$ cat config.mk
export PLATFORM = sky130hd
export DESIGN_NAME = serial_status_flags
export DESIGN_NICKNAME = d
export VERILOG_FILES = /design/src/rtl/ssf_pkg.sv /design/src/rtl/ssf_flag.sv /design/src/rtl/ssf_modem_sync.sv /design/src/rtl/ssf_event_decode.sv /design/src/rtl/serial_status_flags.sv
export SDC_FILE = /design/constraint.sdc
export NUM_CORES = 1
export LEC_CHECK = 0
export BUFFER_PORTS_ARGS = -buffer_cell sky130_fd_sc_hd__buf_2
export CAP_MARGIN = 20
export CORE_AREA = 2 2 39 41
export DETAILED_ROUTE_END_ITERATION = 8
export DIE_AREA = 0 0 41 43
export HOLD_SLACK_MARGIN = 0.15
export PLACE_DENSITY = 0.67
export REMOVE_ABC_BUFFERS = 1
export SETUP_SLACK_MARGIN = 0.05
export SKIP_LAST_GASP = 1
export SYNTH_ARGS = -nofsm -noshare
export SYNTH_HDL_FRONTEND = slang
export SYNTH_SLANG_ARGS = --single-unit
export TNS_END_PERCENT = 50
$ cat constraint.sdc
create_clock -name clk -period 2.4 [get_ports clk]
set_input_delay 0.24 -clock clk [delete_from_list [all_inputs] [get_ports clk]]
set_output_delay 0.24 -clock clk [all_outputs]
set_load 0.05 [all_outputs]
$ cat src/rtl/ssf_pkg.sv
package ssf_pkg;
  localparam int ST_W       = 8;
  localparam int MODEM_N    = 2;
  localparam int B_RXRDY    = 1;
  localparam int B_TXCHG    = 2;
  localparam int B_PARDLE   = 3;
  localparam int B_OVR      = 4;
  localparam int B_FRSYN    = 5;
  localparam int B_DCD      = 6;
  localparam int B_DSR      = 7;

  typedef struct packed {
    logic rx_ready;
    logic tx_empty;
    logic modem_chg;
    logic par_dle;
    logic overrun;
    logic frame_sync;
  } flags_t;

  localparam int NFLAG = $bits(flags_t);

  function automatic logic [ST_W-1:0] pack_status(flags_t f, logic dcd_lvl_n, logic dsr_lvl_n);
    logic [ST_W-1:0] w;
    w           = '0;
    w[B_RXRDY]  = f.rx_ready;
    w[B_TXCHG]  = f.tx_empty | f.modem_chg;
    w[B_PARDLE] = f.par_dle;
    w[B_OVR]    = f.overrun;
    w[B_FRSYN]  = f.frame_sync;
    w[B_DCD]    = ~dcd_lvl_n;
    w[B_DSR]    = ~dsr_lvl_n;
    return w;
  endfunction
endpackage

$ cat src/rtl/ssf_flag.sv
module ssf_flag (
  input  logic clk,
  input  logic rst_n,
  input  logic set_i,
  input  logic clr_i,
  output logic q_o
);
  always_ff @(posedge clk or negedge rst_n) begin
    if (!rst_n)     q_o <= 1'b0;
    else if (set_i) q_o <= 1'b1;
    else if (clr_i) q_o <= 1'b0;
  end

  assert_set_wins_R9: assert property (@(posedge clk) disable iff (!rst_n)
    set_i |=> q_o);
  assert_clear_R9: assert property (@(posedge clk) disable iff (!rst_n)
    (clr_i && !set_i) |=> !q_o);
  assert_hold_R9: assert property (@(posedge clk) disable iff (!rst_n)
    (!clr_i && !set_i) |=> $stable(q_o));
endmodule

$ cat src/rtl/ssf_modem_sync.sv
module ssf_modem_sync #(
  parameter int STAGES = 2,
  parameter int LINES  = 2
) (
  input  logic             clk,
  input  logic             rst_n,
  input  logic [LINES-1:0] pin_n,
  input  logic             enable,
  output logic [LINES-1:0] level_n,
  output logic             change_o
);
  logic [LINES-1:0] prev_n;
  logic [LINES-1:0] diff;

  for (genvar i = 0; i < LINES; i++) begin : g_line
    logic [STAGES-1:0] chain;
    always_ff @(posedge clk or negedge rst_n) begin
      if (!rst_n) chain <= '1;
      else        chain <= {chain[STAGES-2:0], pin_n[i]};
    end
    assign level_n[i] = chain[STAGES-1];
  end

  always_ff @(posedge clk or negedge rst_n) begin
    if (!rst_n) prev_n <= '1;
    else        prev_n <= level_n;
  end

  assign diff     = level_n ^ prev_n;
  assign change_o = enable & (|diff);

  if (STAGES == 2) begin : g_chk
    logic [1:0] warm;
    always_ff @(posedge clk or negedge rst_n) begin
      if (!rst_n)          warm <= '0;
      else if (warm != 2'd2) warm <= warm + 2'd1;
    end
    for (genvar i = 0; i < LINES; i++) begin : g_a
      assert_sync_delay_R6: assert property (@(posedge clk) disable iff (!rst_n)
        (warm == 2'd2) |-> (level_n[i] == $past(pin_n[i], 2)));
    end
  end
endmodule

$ cat src/rtl/ssf_event_decode.sv
module ssf_event_decode
  import ssf_pkg::*;
(
  input  flags_t flags_q,
  input  logic   sync_mode,
  input  logic   rx_en,
  input  logic   rx_char_load,
  input  logic   tx_char_done,
  input  logic   tx_hold_pending,
  input  logic   par_err,
  input  logic   dle_match,
  input  logic   frame_err,
  input  logic   sync_det,
  input  logic   reset_err,
  input  logic   rd_status,
  input  logic   rd_rhr,
  input  logic   wr_thr,
  input  logic   modem_change,
  output flags_t set_s,
  output flags_t clr_s,
  output logic   overrun_ev,
  output logic   rx_off
);
  logic err_clr;
  logic fs_clr;

  assign rx_off     = ~rx_en;
  assign overrun_ev = rx_char_load & flags_q.rx_ready & ~rd_rhr;
  assign err_clr    = rx_off | reset_err;
  assign fs_clr     = rx_off | (sync_mode ? rd_status : reset_err);

  always_comb begin
    set_s            = '0;
    clr_s            = '0;
    set_s.rx_ready   = rx_char_load;
    clr_s.rx_ready   = rd_rhr | rx_off;
    set_s.overrun    = overrun_ev;
    clr_s.overrun    = err_clr;
    set_s.par_dle    = par_err | dle_match;
    clr_s.par_dle    = err_clr;
    set_s.frame_sync = frame_err | sync_det;
    clr_s.frame_sync = fs_clr;
    set_s.tx_empty   = tx_char_done & ~tx_hold_pending;
    clr_s.tx_empty   = wr_thr;
    set_s.modem_chg  = modem_change;
    clr_s.modem_chg  = rd_status;
  end
endmodule

$ cat src/rtl/serial_status_flags.sv
module serial_status_flags
  import ssf_pkg::*;
#(
  parameter int SYNC_STAGES = 2
) (
  input  logic            clk,
  input  logic            rst_n,
  input  logic            sync_mode,
  input  logic            rx_en,
  input  logic            tx_en,
  input  logic            rx_char_load,
  input  logic            tx_char_done,
  input  logic            tx_hold_pending,
  input  logic            par_err,
  input  logic            dle_match,
  input  logic            frame_err,
  input  logic            sync_det,
  input  logic            reset_err,
  input  logic            rd_status,
  input  logic            rd_rhr,
  input  logic            wr_thr,
  input  logic            dcd_n,
  input  logic            dsr_n,
  output logic [ST_W-1:0] status_o,
  output logic            rx_rdy_n,
  output logic            txemt_dschg_n
);
  flags_t             flags_q, set_s, clr_s;
  logic [NFLAG-1:0]   flags_v, set_v, clr_v;
  logic [MODEM_N-1:0] modem_lvl_n;
  logic               modem_change;
  logic               overrun_ev;
  logic               rx_off;

  ssf_modem_sync #(.STAGES(SYNC_STAGES), .LINES(MODEM_N)) u_sync (
    .clk      (clk),
    .rst_n    (rst_n),
    .pin_n    ({dsr_n, dcd_n}),
    .enable   (tx_en | rx_en),
    .level_n  (modem_lvl_n),
    .change_o (modem_change)
  );

  ssf_event_decode u_dec (
    .flags_q        (flags_q),
    .sync_mode      (sync_mode),
    .rx_en          (rx_en),
    .rx_char_load   (rx_char_load),
    .tx_char_done   (tx_char_done),
    .tx_hold_pending(tx_hold_pending),
    .par_err        (par_err),
    .dle_match      (dle_match),
    .frame_err      (frame_err),
    .sync_det       (sync_det),
    .reset_err      (reset_err),
    .rd_status      (rd_status),
    .rd_rhr         (rd_rhr),
    .wr_thr         (wr_thr),
    .modem_change   (modem_change),
    .set_s          (set_s),
    .clr_s          (clr_s),
    .overrun_ev     (overrun_ev),
    .rx_off         (rx_off)
  );

  assign set_v   = set_s;
  assign clr_v   = clr_s;
  assign flags_q = flags_v;

  for (genvar k = 0; k < NFLAG; k++) begin : g_flag
    ssf_flag u_flag (
      .clk   (clk),
      .rst_n (rst_n),
      .set_i (set_v[k]),
      .clr_i (clr_v[k]),
      .q_o   (flags_v[k])
    );
  end

  assign status_o      = pack_status(flags_q, modem_lvl_n[0], modem_lvl_n[1]);
  assign rx_rdy_n      = ~status_o[B_RXRDY];
  assign txemt_dschg_n = ~status_o[B_TXCHG];

  assert_rxrdy_pin_R1: assert property (@(posedge clk) disable iff (!rst_n)
    rx_char_load |=> !rx_rdy_n);
  assert_rx_disable_R1: assert property (@(posedge clk) disable iff (!rst_n)
    (rx_off && !rx_char_load) |=> !status_o[B_RXRDY]);
  assert_overrun_R2: assert property (@(posedge clk) disable iff (!rst_n)
    overrun_ev |=> status_o[B_OVR]);
  assert_err_clear_R3: assert property (@(posedge clk) disable iff (!rst_n)
    (reset_err && !par_err && !dle_match && !rx_char_load)
      |=> (!status_o[B_PARDLE] && !status_o[B_OVR]));
  assert_sync_read_R4: assert property (@(posedge clk) disable iff (!rst_n)
    (sync_mode && rd_status && !frame_err && !sync_det) |=> !status_o[B_FRSYN]);
  assert_async_keep_R4: assert property (@(posedge clk) disable iff (!rst_n)
    (!sync_mode && rd_status && rx_en && !reset_err && status_o[B_FRSYN])
      |=> status_o[B_FRSYN]);
  assert_tx_keep_R5: assert property (@(posedge clk) disable iff (!rst_n)
    (flags_q.tx_empty && !wr_thr) |=> flags_q.tx_empty);
  assert_modem_gate_R7: assert property (@(posedge clk) disable iff (!rst_n)
    (!tx_en && !rx_en && !flags_q.modem_chg) |=> !flags_q.modem_chg);
  assert_txpin_R8: assert property (@(posedge clk) disable iff (!rst_n)
    (set_s.tx_empty || set_s.modem_chg) |=> !txemt_dschg_n);
endmodule

==> key figures, run 1 <==
Clock network
  – CTS tree: built
  – Clock Latency Late Sink: 0.27 ns
  – Sink Count: 12
  – Clock Tree Root: clkbuf_4
  – CTS resizes: 0
  – # Post-CTS Setup Buffers: 0
  – Number of buffers created by CTS: 3
  – H-Tree Level Count: 1
  – Clock slew at the register clock pins of the worst setup and hold paths: 0.08 ns
  – CTS Hold Bufs: 9
  – Clock Path Buffers: 2

Worst hold path
  – Critical hold path startpoint: sync_det
  – End of the worst hold path: g_flag[0].u_flag.q_o
  – Worst hold-check path type: in -> reg
  – WHS Path Cells: 2

Power
  – Internal: 0.347 mW
  – Reg power frac: 46.4%
  – Worst vdd ir: 0.352 mV
  – Clk pwr share: 33.1%
  – Switching pwr: 0.136 mW
  – Switch share: 28.2%
  – Leak: 0.377 nW
  – Total power: 0.484 mW
  – Pwr per Cell Area: 682 nW/um2
  – Combinational Power Share: 20.5%

Setup path
  – CP Buf/Inv Count: 3
  – Cell family with most CP delay: buffers and inverters
  – Worst Setup End Kind: register
  – Required @ worst endpoint: 2.56 ns
  – Crit-path max FO: 1
  – R2R setup slack: 1.10 ns
  – CP Class: in -> reg
  – CP max-delay cell: dlygate4sd3_1
  – Setup crit start kind: primary input
  – R2R Path Start: g_flag[2].u_flag.q_o
  – Max stage delay on crit path: 0.55 ns
  – Most common cell on crit path: dlygate4sd3_1
  – FF-to-FF End: g_flag[2].u_flag.q_o
  – Reg2Reg Depth: 2
  – Crit path cell chain: dlygate4sd3_1, buf_2, a211o_1, dlygate4sd3_1
  – Worst Path Arrival: 1.67 ns

Global route
  – Global-route wire length before repair: 1540 um
  – Initial antenna violation count: 0
  – GRT Max-Usage Layer: met2
  – Overall routing resource usage: 13.6%
  – Largest net degree at the start of global routing: 13
  – Gr ovfl total: 0
  – M3 GR Usage: 3.66%
  – Vias in the first global route: 399
  – M1 GR Usage: 15.6%
  – Met2 Use GR: 19.4%

Routing
  – Antenna-violating nets left: 0
  – Total Wirelength: 919 um
  – DRC: 0
  – Via density: 4.22
  – First DRT Iteration DRCs: 3
  – Per-cell routed wire length: 10.4 um
  – DRT Pass-1 Iters: 4
  – Vias: 371

Timing
  – RSZ-0062 raised after global routing: no
  – Hold Violations, Final: 0
  – Max Clock Freq: 662 MHz
  – Worst Hold Margin: 0.161 ns
  – Max-slew violations: 0
  – Tmin final: 1.51 ns
  – Setup ws final: 0.890 ns
  – Final period utilization: 62.9%
  – Post-Route Setup TNS: 0 ns
  – Worst Skew: 0.00178 ns
  – Setup violators final: 0

Placed design
  – Dpl cells: 75
  – PortBufs: 26
  – Placed Area: 583 um2
  – Setup WS pre-CTS: 1.39 ns
  – RePlAce Congestion: 0.616
  – Post-DP HPWL: 633 um

Yosys
  – Count leader, synth: inv_1
  – Yosys warns: 0
  – Ys flop type: dfstp_2
  – Post-synth EDFFs: 0
  – Asr flop ratio synth: 100%
  – Post-synth top cells: inv_1, dfrtp_1, dfstp_2
  – Post-Syn Area: 470 um2
  – Sequential area share after synthesis: 65.4%
  – Synth top area cells: dfstp_2, dfrtp_1, buf_4, inv_1, xor2_1
  – Area leader, netlist: dfstp_2
  – Synth Register Bits: 12
  – Mapped Cells: 38
  – Synth top area share: 33.5%
  – Avg Inst Size Synth: 12.4 um2
  – Yosys cell types: 16

Status
  – Status: completed

Die
  – Num rows: 14
  – Die Width: 41 um
  – Die height: 43 um
  – I/O pin count: 28
  – Core Area: 1380 um2
  – Initial Util: 34.0%
  – Die ar.: 1760 um2

Cells and area
  – Filler cell count in the final layout: 140
  – Final Non-Filler Cells: 88
  – Register area: 308 um2
  – Multi-input gate area: 98.8 um2
  – Final nets: 91
  – Design Area, Final: 709 um2
  – Antenna cells: 0
  – Fraction of layout cells with a size suffix above 1: 50.0%
  – Final Util: 51.3%
  – Layout area overhead: 50.8%

Run
  – Max-Cap Viols: 0
logic make-up after synthesis:
logic type,count (synthesis),synth area share [%]
and+or+nand+nor,3,3.19
buffers and inverters,12,13.6
DFF,12,65.4
other,1,0.797
AOI/OAI and AO/OA,7,11.2
xor gates and xnor gates,2,3.72
muxes,1,2.13
registers in the layout (all words and copies together), names as in the netlist:
| name | cells |
|---|---|
| u_sync.prev_n | 2 |
| u_sync.g_line.chain | 4 |
| g_flag.u_flag.q_o | 6 |
power groups by stage:
stage	registers, mW	logic, mW	clock network [mW]
2_1_floorplan	0.242	0.0416	0
3_3_place_gp	0.228	0.0867	0
3_5_place_dp	0.228	0.0874	0
4_1_cts	0.225	0.0996	0.165
5_1_grt	0.226	0.108	0.180
6_report	0.224	0.0991	0.160
cell usage in the layout, fill, tap and decap left out, drive strengths merged, types with 2 or more instances in the layout:
cell type    count
buf             26
o22ai            2
inv              7
xor2             2
dfstp            6
dfrtp            6
clkbuf           4
dlygate4sd3      9
worst max-delay path by stage:
stage	start	endpoint	slack [ns]	cells past startpoint
after CTS	par_err	g_flag[2].u_flag.q_o	0.92	4
after global placement	u_sync.g_line[0].chain[1]	status_o[6]	1.40	2
after global routing	par_err	g_flag[2].u_flag.q_o	0.88	4
final	par_err	g_flag[2].u_flag.q_o	0.89	4
after detailed placement	u_sync.g_line[0].chain[1]	status_o[6]	1.39	2
after floorplan	g_flag[4].u_flag.q_o	txemt_dschg_n	1.02	3
layout make-up:
type | instances | area share [%]
sequential | 12 | 43.4
clock buffer | 4 | 5.11
tap | 16 | 2.82
timing repair buffer | 35 | 31.0
multi-input combinational | 14 | 13.9
inverter | 7 | 3.70
layer usage:
layer	part of all wire, %	up-vias
met3	7.5	5
met4	3.4	0
met5	0	-
met1	43	161
met2	46	23
li1	-	182
(Power assumes the default switching activity.)
==> run 2, diff against run 1 <==
--- a/config.mk
+++ b/config.mk
@@ -7,11 +7,11 @@
 export LEC_CHECK = 0
 export BUFFER_PORTS_ARGS = -buffer_cell sky130_fd_sc_hd__buf_2
 export CAP_MARGIN = 20
-export CORE_AREA = 2 2 39 41
+export CORE_MARGIN = 2
+export CORE_UTILIZATION = 36
 export DETAILED_ROUTE_END_ITERATION = 8
-export DIE_AREA = 0 0 41 43
 export HOLD_SLACK_MARGIN = 0.15
-export PLACE_DENSITY = 0.67
+export PLACE_DENSITY = 0.71
 export REMOVE_ABC_BUFFERS = 1
 export SETUP_SLACK_MARGIN = 0.05
 export SKIP_LAST_GASP = 1
==> constraint.sdc (replaced) <==
create_clock -name clk -period 1.25 [get_ports clk]
set_input_delay 0.125 -clock clk [delete_from_list [all_inputs] [get_ports clk]]
set_output_delay 0.125 -clock clk [all_outputs]
set_load 0.05 [all_outputs]
==> run 2 against run 1 <==
Net effect:
- global-route usage up 1.8 points
- combinational power up 110%
- clock-buffer cell count unchanged
- clock power up 89%
==> key figures, run 2 (synthesis gave the netlist of run 1 again) <==
Cells and area
  – Layout area overhead: 63.0%
  – Leading cell type in the layout, fill and taps excluded: buf_2
  – Filler cell count in the final layout: 104 (-26%)
  – Final Util: 61.2% (+10 points)
  – Fraction of layout cells with a size suffix above 1: 46.8% (-3.2 points)
  – Final Non-Filler Cells: 92 (+4.5%)
  – Largest Register: g_flag.u_flag.q_o
  – Design Area, Final: 767 um2 (+8.1%)
  – Commonest non-fill, non-tap cells in the layout: buf_2, dlygate4sd3_1, inv_1
  – Antenna cells: 0 (unchanged)
  – Final nets: 96 (+5.5%)
  – Largest registers: g_flag.u_flag.q_o: 6 flops, u_sync.g_line.chain: 4 flops, u_sync.prev_n: 2 flops
  – Largest register FFs: 6 (unchanged)

Timing
  – Setup violators final: 0 (unchanged)
  – RSZ-0062 raised after global routing: yes
  – Worst Skew: 0.00895 ns (+0.00717 ns)
  – Max Clock Freq: 841 MHz
  – Tmin final: 1.19 ns
  – Hold Violations, Final: 0 (unchanged)
  – Max-slew violations: 0 (unchanged)
  – Final period utilization: 95.1%

Die
  – Die ar.: 1610 um2 (-8.6%)
  – Num rows: 13 (-1)
  – Initial Util: 37.6% (+3.6 points)
  – Die height: 40.2 um (-6.6%)
  – Die Width: 40.2 um (-2.1%)
  – Core Area: 1250 um2 (-9.5%)
  – I/O pin count: 28 (unchanged)

Routing
  – Antenna-violating nets left: 0 (unchanged)
  – DRT Pass-1 Iters: 2 (-2)
  – DRC: 0 (unchanged)
  – Via density: 4.15 (-1.5%)
  – Total Wirelength: 968 um (+5.3%)
  – Vias: 382 (+3.0%)
  – Per-cell routed wire length: 10.5 um (+0.75%)
  – First DRT Iteration DRCs: 7 (+4)

Clock network
  – Sink Count: 12 (unchanged)
  – H-Tree Level Count: 1 (unchanged)
  – CTS tree: built
  – Clock slew at the register clock pins of the worst setup and hold paths: 0.08 ns (about the same)
  – Clock Latency Late Sink: 0.27 ns (about the same)
  – Clock Tree Root: clkbuf_4
  – Clock Path Buffers: 2 (unchanged)
  – Number of buffers created by CTS: 3 (unchanged)

Power
  – Pwr per Cell Area: 1230 nW/um2 (+80%)
  – Leak: 0.401 nW (+6.4%)
  – Total power: 0.941 mW (+95%)
  – Worst vdd ir: 0.794 mV (+130%)

Setup path
  – Setup crit start kind: register
  – Max stage delay on crit path: 0.56 ns (about the same)
  – Worst Setup End Kind: output port
  – Required @ worst endpoint: 1.12 ns (-1.44 ns)
  – Worst Path Arrival: 1.06 ns (-0.61 ns)
  – Crit-path max FO: 3 (+2)
  – CP Class: reg -> out
  – Crit path cell chain: inv_1, buf_2
  – CP max-delay cell: dfstp_2

Global route
  – Gr ovfl total: 0 (unchanged)
  – Initial antenna violation count: 0 (unchanged)
  – Overall routing resource usage: 15.4% (+1.8 points)
  – Vias in the first global route: 389 (-2.5%)
  – Global-route wire length before repair: 1560 um (+1.4%)
  – Largest net degree at the start of global routing: 13 (unchanged)

Status
  – Status: completed

Placed design
  – Post-DP HPWL: 648 um (+2.5%)
  – Placed Area: 582 um2 (-0.21%)
  – RePlAce Congestion: 0.647 (+5.1%)
  – PortBufs: 26 (unchanged)
  – Dpl cells: 74 (-1.3%)

Run
  – Max-Cap Viols: 0 (unchanged)

Worst hold path
  – Worst hold-check path type: in -> reg
## run 2: cell types whose count changed in the layout (fill, tap and decap cells not counted)
cell	change
buf_4	+1
buf_2	-2
buf_6	+1
dlygate4sd3_1	+5
## run 2: area by class of cell
cell class	count	area [um2]	area share [%]
flip-flops and latches	12	308	40.1
repair buffers	40	279	36.4
multi-input cells	14	98.8	12.9
clock buffers	4	36.3	4.73
inverters	7	26.3	3.43
well taps	15	18.8	2.45
## run 2: worst paths after layout
path | start | slack, ns | end | cells past startpoint
min in group asynchronous | rst_n | 0.24 | g_flag[1].u_flag.q_o | 2
min | rd_rhr | 0.17 | g_flag[5].u_flag.q_o | 3
max reg2reg | u_sync.g_line[0].chain[1] | 0.31 | g_flag[3].u_flag.q_o | 3
max | u_sync.g_line[0].chain[1] | 0.06 | status_o[6] | 2
max in group asynchronous | rst_n | 0.74 | u_sync.prev_n[1] | 2
min reg2reg | u_sync.g_line[0].chain[0] | 0.35 | u_sync.g_line[0].chain[1] | 0
## run 2: where the power goes
group	total, mW	switching (mW)	internal, mW
registers	0.432	0.0121	0.420
logic	0.205	0.122	0.0830
clock network	0.303	0.127	0.177
## run 2: worst max-delay path: cells and delay by family, from the launching register on
family                 cells  cell delay, ns
buffers and inverters      2            0.24
flip-flops                 1            0.56
## run 2: stage by stage
stage               TNS (ns)  worst slack [ns]  hold slack, ns
finish                     0            0.0613           0.167
global route               0            0.0364           0.176
CTS                        0            0.0539           0.166
detailed placement         0             0.323         0.00772
global placement           0             0.352         0.00716
floorplan             -0.256            -0.120          -0.171
## run 2: layer usage
layer / wire length (um) / GRT usage (%) / share of wire, %
met1: 381 / 16.7 / 39
met2: 528 / 27.4 / 55
met3: 54 / 3.89 / 5.6
met4: 4 / 7.76 / 0.41
met5: 0 / 0 / 0
## run 2: timing repair
action | 4_1_cts | 5_1_grt
gates resized for setup | 0 | 5
endpoints found under the hold margin | 20 | 0
setup buffers | 0 | 0
hold buffers | 14 | 0
setup endpoints to repair | 0 | 3
==> run 3, diff against run 2 <==
--- a/config.mk
+++ b/config.mk
@@ -12,6 +12,7 @@
 export DETAILED_ROUTE_END_ITERATION = 8
 export HOLD_SLACK_MARGIN = 0.15
 export PLACE_DENSITY = 0.71
+export RECOVER_POWER = 100
 export REMOVE_ABC_BUFFERS = 1
 export SETUP_SLACK_MARGIN = 0.05
 export SKIP_LAST_GASP = 1
==> constraint.sdc (replaced) <==
create_clock -name clk -period 1.25 [get_ports clk]
set_input_delay 0.125 -clock clk [delete_from_list [all_inputs] [get_ports clk]]
set_output_delay 0.125 -clock clk [all_outputs]
set_load 0.01 [all_outputs]
==> run 3 against run 2 <==
Net effect:
- critical path depth grew 2
- highest routed layer unchanged
- power down 8.9%
- die area unchanged
- clock-buffer cell count is the same
- sequential share of layout area up 1.3 points
- setup slack better by 0.067 ns
- register-to-register slack better by 0.02 ns
==> key figures, run 3 (synthesis gave the netlist of run 1 again) <==
Global route
  – Initial antenna violation count: 0 (unchanged)
  – Gr ovfl total: 0 (unchanged)
  – Vias in the first global route: 387 (-0.51%)
  – Largest net degree at the start of global routing: 13 (unchanged)
  – Global-route wire length before repair: 1590 um (+2.2%)
  – Overall routing resource usage: 15.8% (+0.39 points)

Timing
  – Slew Limit Headroom: 60.0%
  – Final period utilization: 89.7% (-5.4 points)
  – Max Clock Freq: 892 MHz (+6.0%)
  – Max-slew violations: 0 (unchanged)
  – RSZ-0062 raised after global routing: no
  – Worst Tran Pin Value: 0.599 ns
  – Setup ws final: 0.129 ns (+0.0672 ns)
  – Post-Route Setup TNS: 0 ns (unchanged)
  – Tmin final: 1.12 ns (-0.0672 ns)
  – Worst Skew: 0.00575 ns (-0.00320 ns)
  – Hold Violations, Final: 0 (unchanged)
  – Worst Hold Margin: 0.199 ns (+0.0317 ns)
  – Setup violators final: 0 (unchanged)

Power
  – Leak: 0.366 nW (-8.6%)
  – Worst vdd ir: 0.776 mV (-2.2%)
  – Pwr per Cell Area: 1150 nW/um2 (-6.0%)
  – Total power: 0.857 mW (-8.9%)

Routing
  – Met3 wire len: 51 um (-5.6%)
  – Vias: 388 (+1.6%)
  – Per-cell routed wire length: 10.5 um (unchanged)
  – Total Wirelength: 968 um (unchanged)
  – Met1 WL: 351 um (-7.9%)
  – DRC: 0 (unchanged)
  – DRT Pass-1 Iters: 1 (-1)
  – First DRT Iteration DRCs: 0 (-7)
  – Antenna-violating nets left: 0 (unchanged)
  – DR WL met2: 560 um (+6.1%)
  – Via density: 4.22 (+1.6%)
  – DR top layer: met4

Clock network
  – Clock Path Buffers: 2 (unchanged)
  – Clock Latency Late Sink: 0.27 ns (about the same)
  – Number of buffers created by CTS: 3 (unchanged)
  – H-Tree Level Count: 1 (unchanged)
  – Clock Tree Root: clkbuf_4
  – CTS tree: built
  – CTS Hold Bufs: 14 (unchanged)
  – # Post-CTS Setup Buffers: 0 (unchanged)
  – CTS resizes: 0 (unchanged)
  – Sink Count: 12 (unchanged)
  – Clock slew at the register clock pins of the worst setup and hold paths: 0.08 ns (about the same)

Worst hold path
  – Worst hold-check path type: in -> reg

Die
  – Die ar.: 1610 um2 (unchanged)
  – I/O pin count: 28 (unchanged)
  – Num rows: 13 (unchanged)
  – Die height: 40.2 um (unchanged)
  – Initial Util: 37.6% (unchanged)
  – Die Width: 40.2 um (unchanged)
  – Core Area: 1250 um2 (unchanged)

Cells and area
  – Largest registers: g_flag.u_flag.q_o: 6 flops, u_sync.g_line.chain: 4 flops, u_sync.prev_n: 2 flops
  – Design Area, Final: 743 um2 (-3.1%)
  – Final Non-Filler Cells: 92 (unchanged)
  – Largest Register: g_flag.u_flag.q_o
  – Commonest non-fill, non-tap cells in the layout: dlygate4sd3_1, buf_2, clkbuf_1
  – Final Util: 59.3% (-1.9 points)
  – Antenna cells: 0 (unchanged)
  – Final nets: 96 (unchanged)
  – Largest register FFs: 6 (unchanged)
  – Fraction of layout cells with a size suffix above 1: 29.9% (-17 points)
  – Layout area overhead: 58.0%

Status
  – Status: completed

Setup path
  – Setup crit start kind: primary input
  – Worst Setup End Kind: register
  – Crit-path max FO: 4 (+1)
  – CP Class: in -> reg
  – Required @ worst endpoint: 1.41 ns (+0.29 ns)
  – Worst Path Arrival: 1.28 ns (+0.22 ns)

Placed design
  – RePlAce Congestion: 0.646 (-0.19%)
  – Setup WS pre-CTS: 0.341 ns (+0.0183 ns)
  – Dpl cells: 74 (unchanged)
  – Post-DP HPWL: 605 um (-6.6%)
  – PortBufs: 26 (unchanged)
  – Placed Area: 582 um2 (unchanged)

Run
  – Max-Cap Viols: 0 (unchanged)
run 3: area by class of cell:
class,count,area (um2)
fill,113,509
sequential,12,308
timing repair buffer,40,255
multi-input combinational,14,98.8
clock buffer,4,36.3
inverter,7,26.3
tap,15,18.8
run 3: per-layer routing:
layer	vias to the layer above	global-route usage (%)
met2	16	29.0
li1	194	-
met4	0	7.76
met3	2	3.33
met5	-	0
met1	176	16.8
run 3: path summary, 6_finish.rpt:
| check | from | end | slack, ns | cells past startpoint |
|---|---|---|---|---|
| max in group asynchronous | rst_n | u_sync.prev_n[1] | 0.50 | 2 |
| min reg2reg | u_sync.g_line[0].chain[0] | u_sync.g_line[0].chain[1] | 0.36 | 0 |
| min in group asynchronous | rst_n | g_flag[2].u_flag.q_o | 0.36 | 2 |
| max | rx_en | g_flag[2].u_flag.q_o | 0.13 | 4 |
| min | rd_rhr | g_flag[1].u_flag.q_o | 0.20 | 3 |
| max reg2reg | u_sync.g_line[0].chain[1] | g_flag[3].u_flag.q_o | 0.33 | 3 |
run 3: worst max-delay path, stage by stage:
cell and delay (ns):
dlygate4sd3_1 0.53, clkbuf_1 0.15, and2b_1 0.19, a211o_1 0.29
run 3: power by group:
group / internal (mW) / switching, mW / total [mW]
Clock: 0.177 / 0.123 / 0.300
Combinational: 0.0710 / 0.0563 / 0.127
Sequential: 0.419 / 0.0108 / 0.430
Total: 0.667 / 0.190 / 0.857
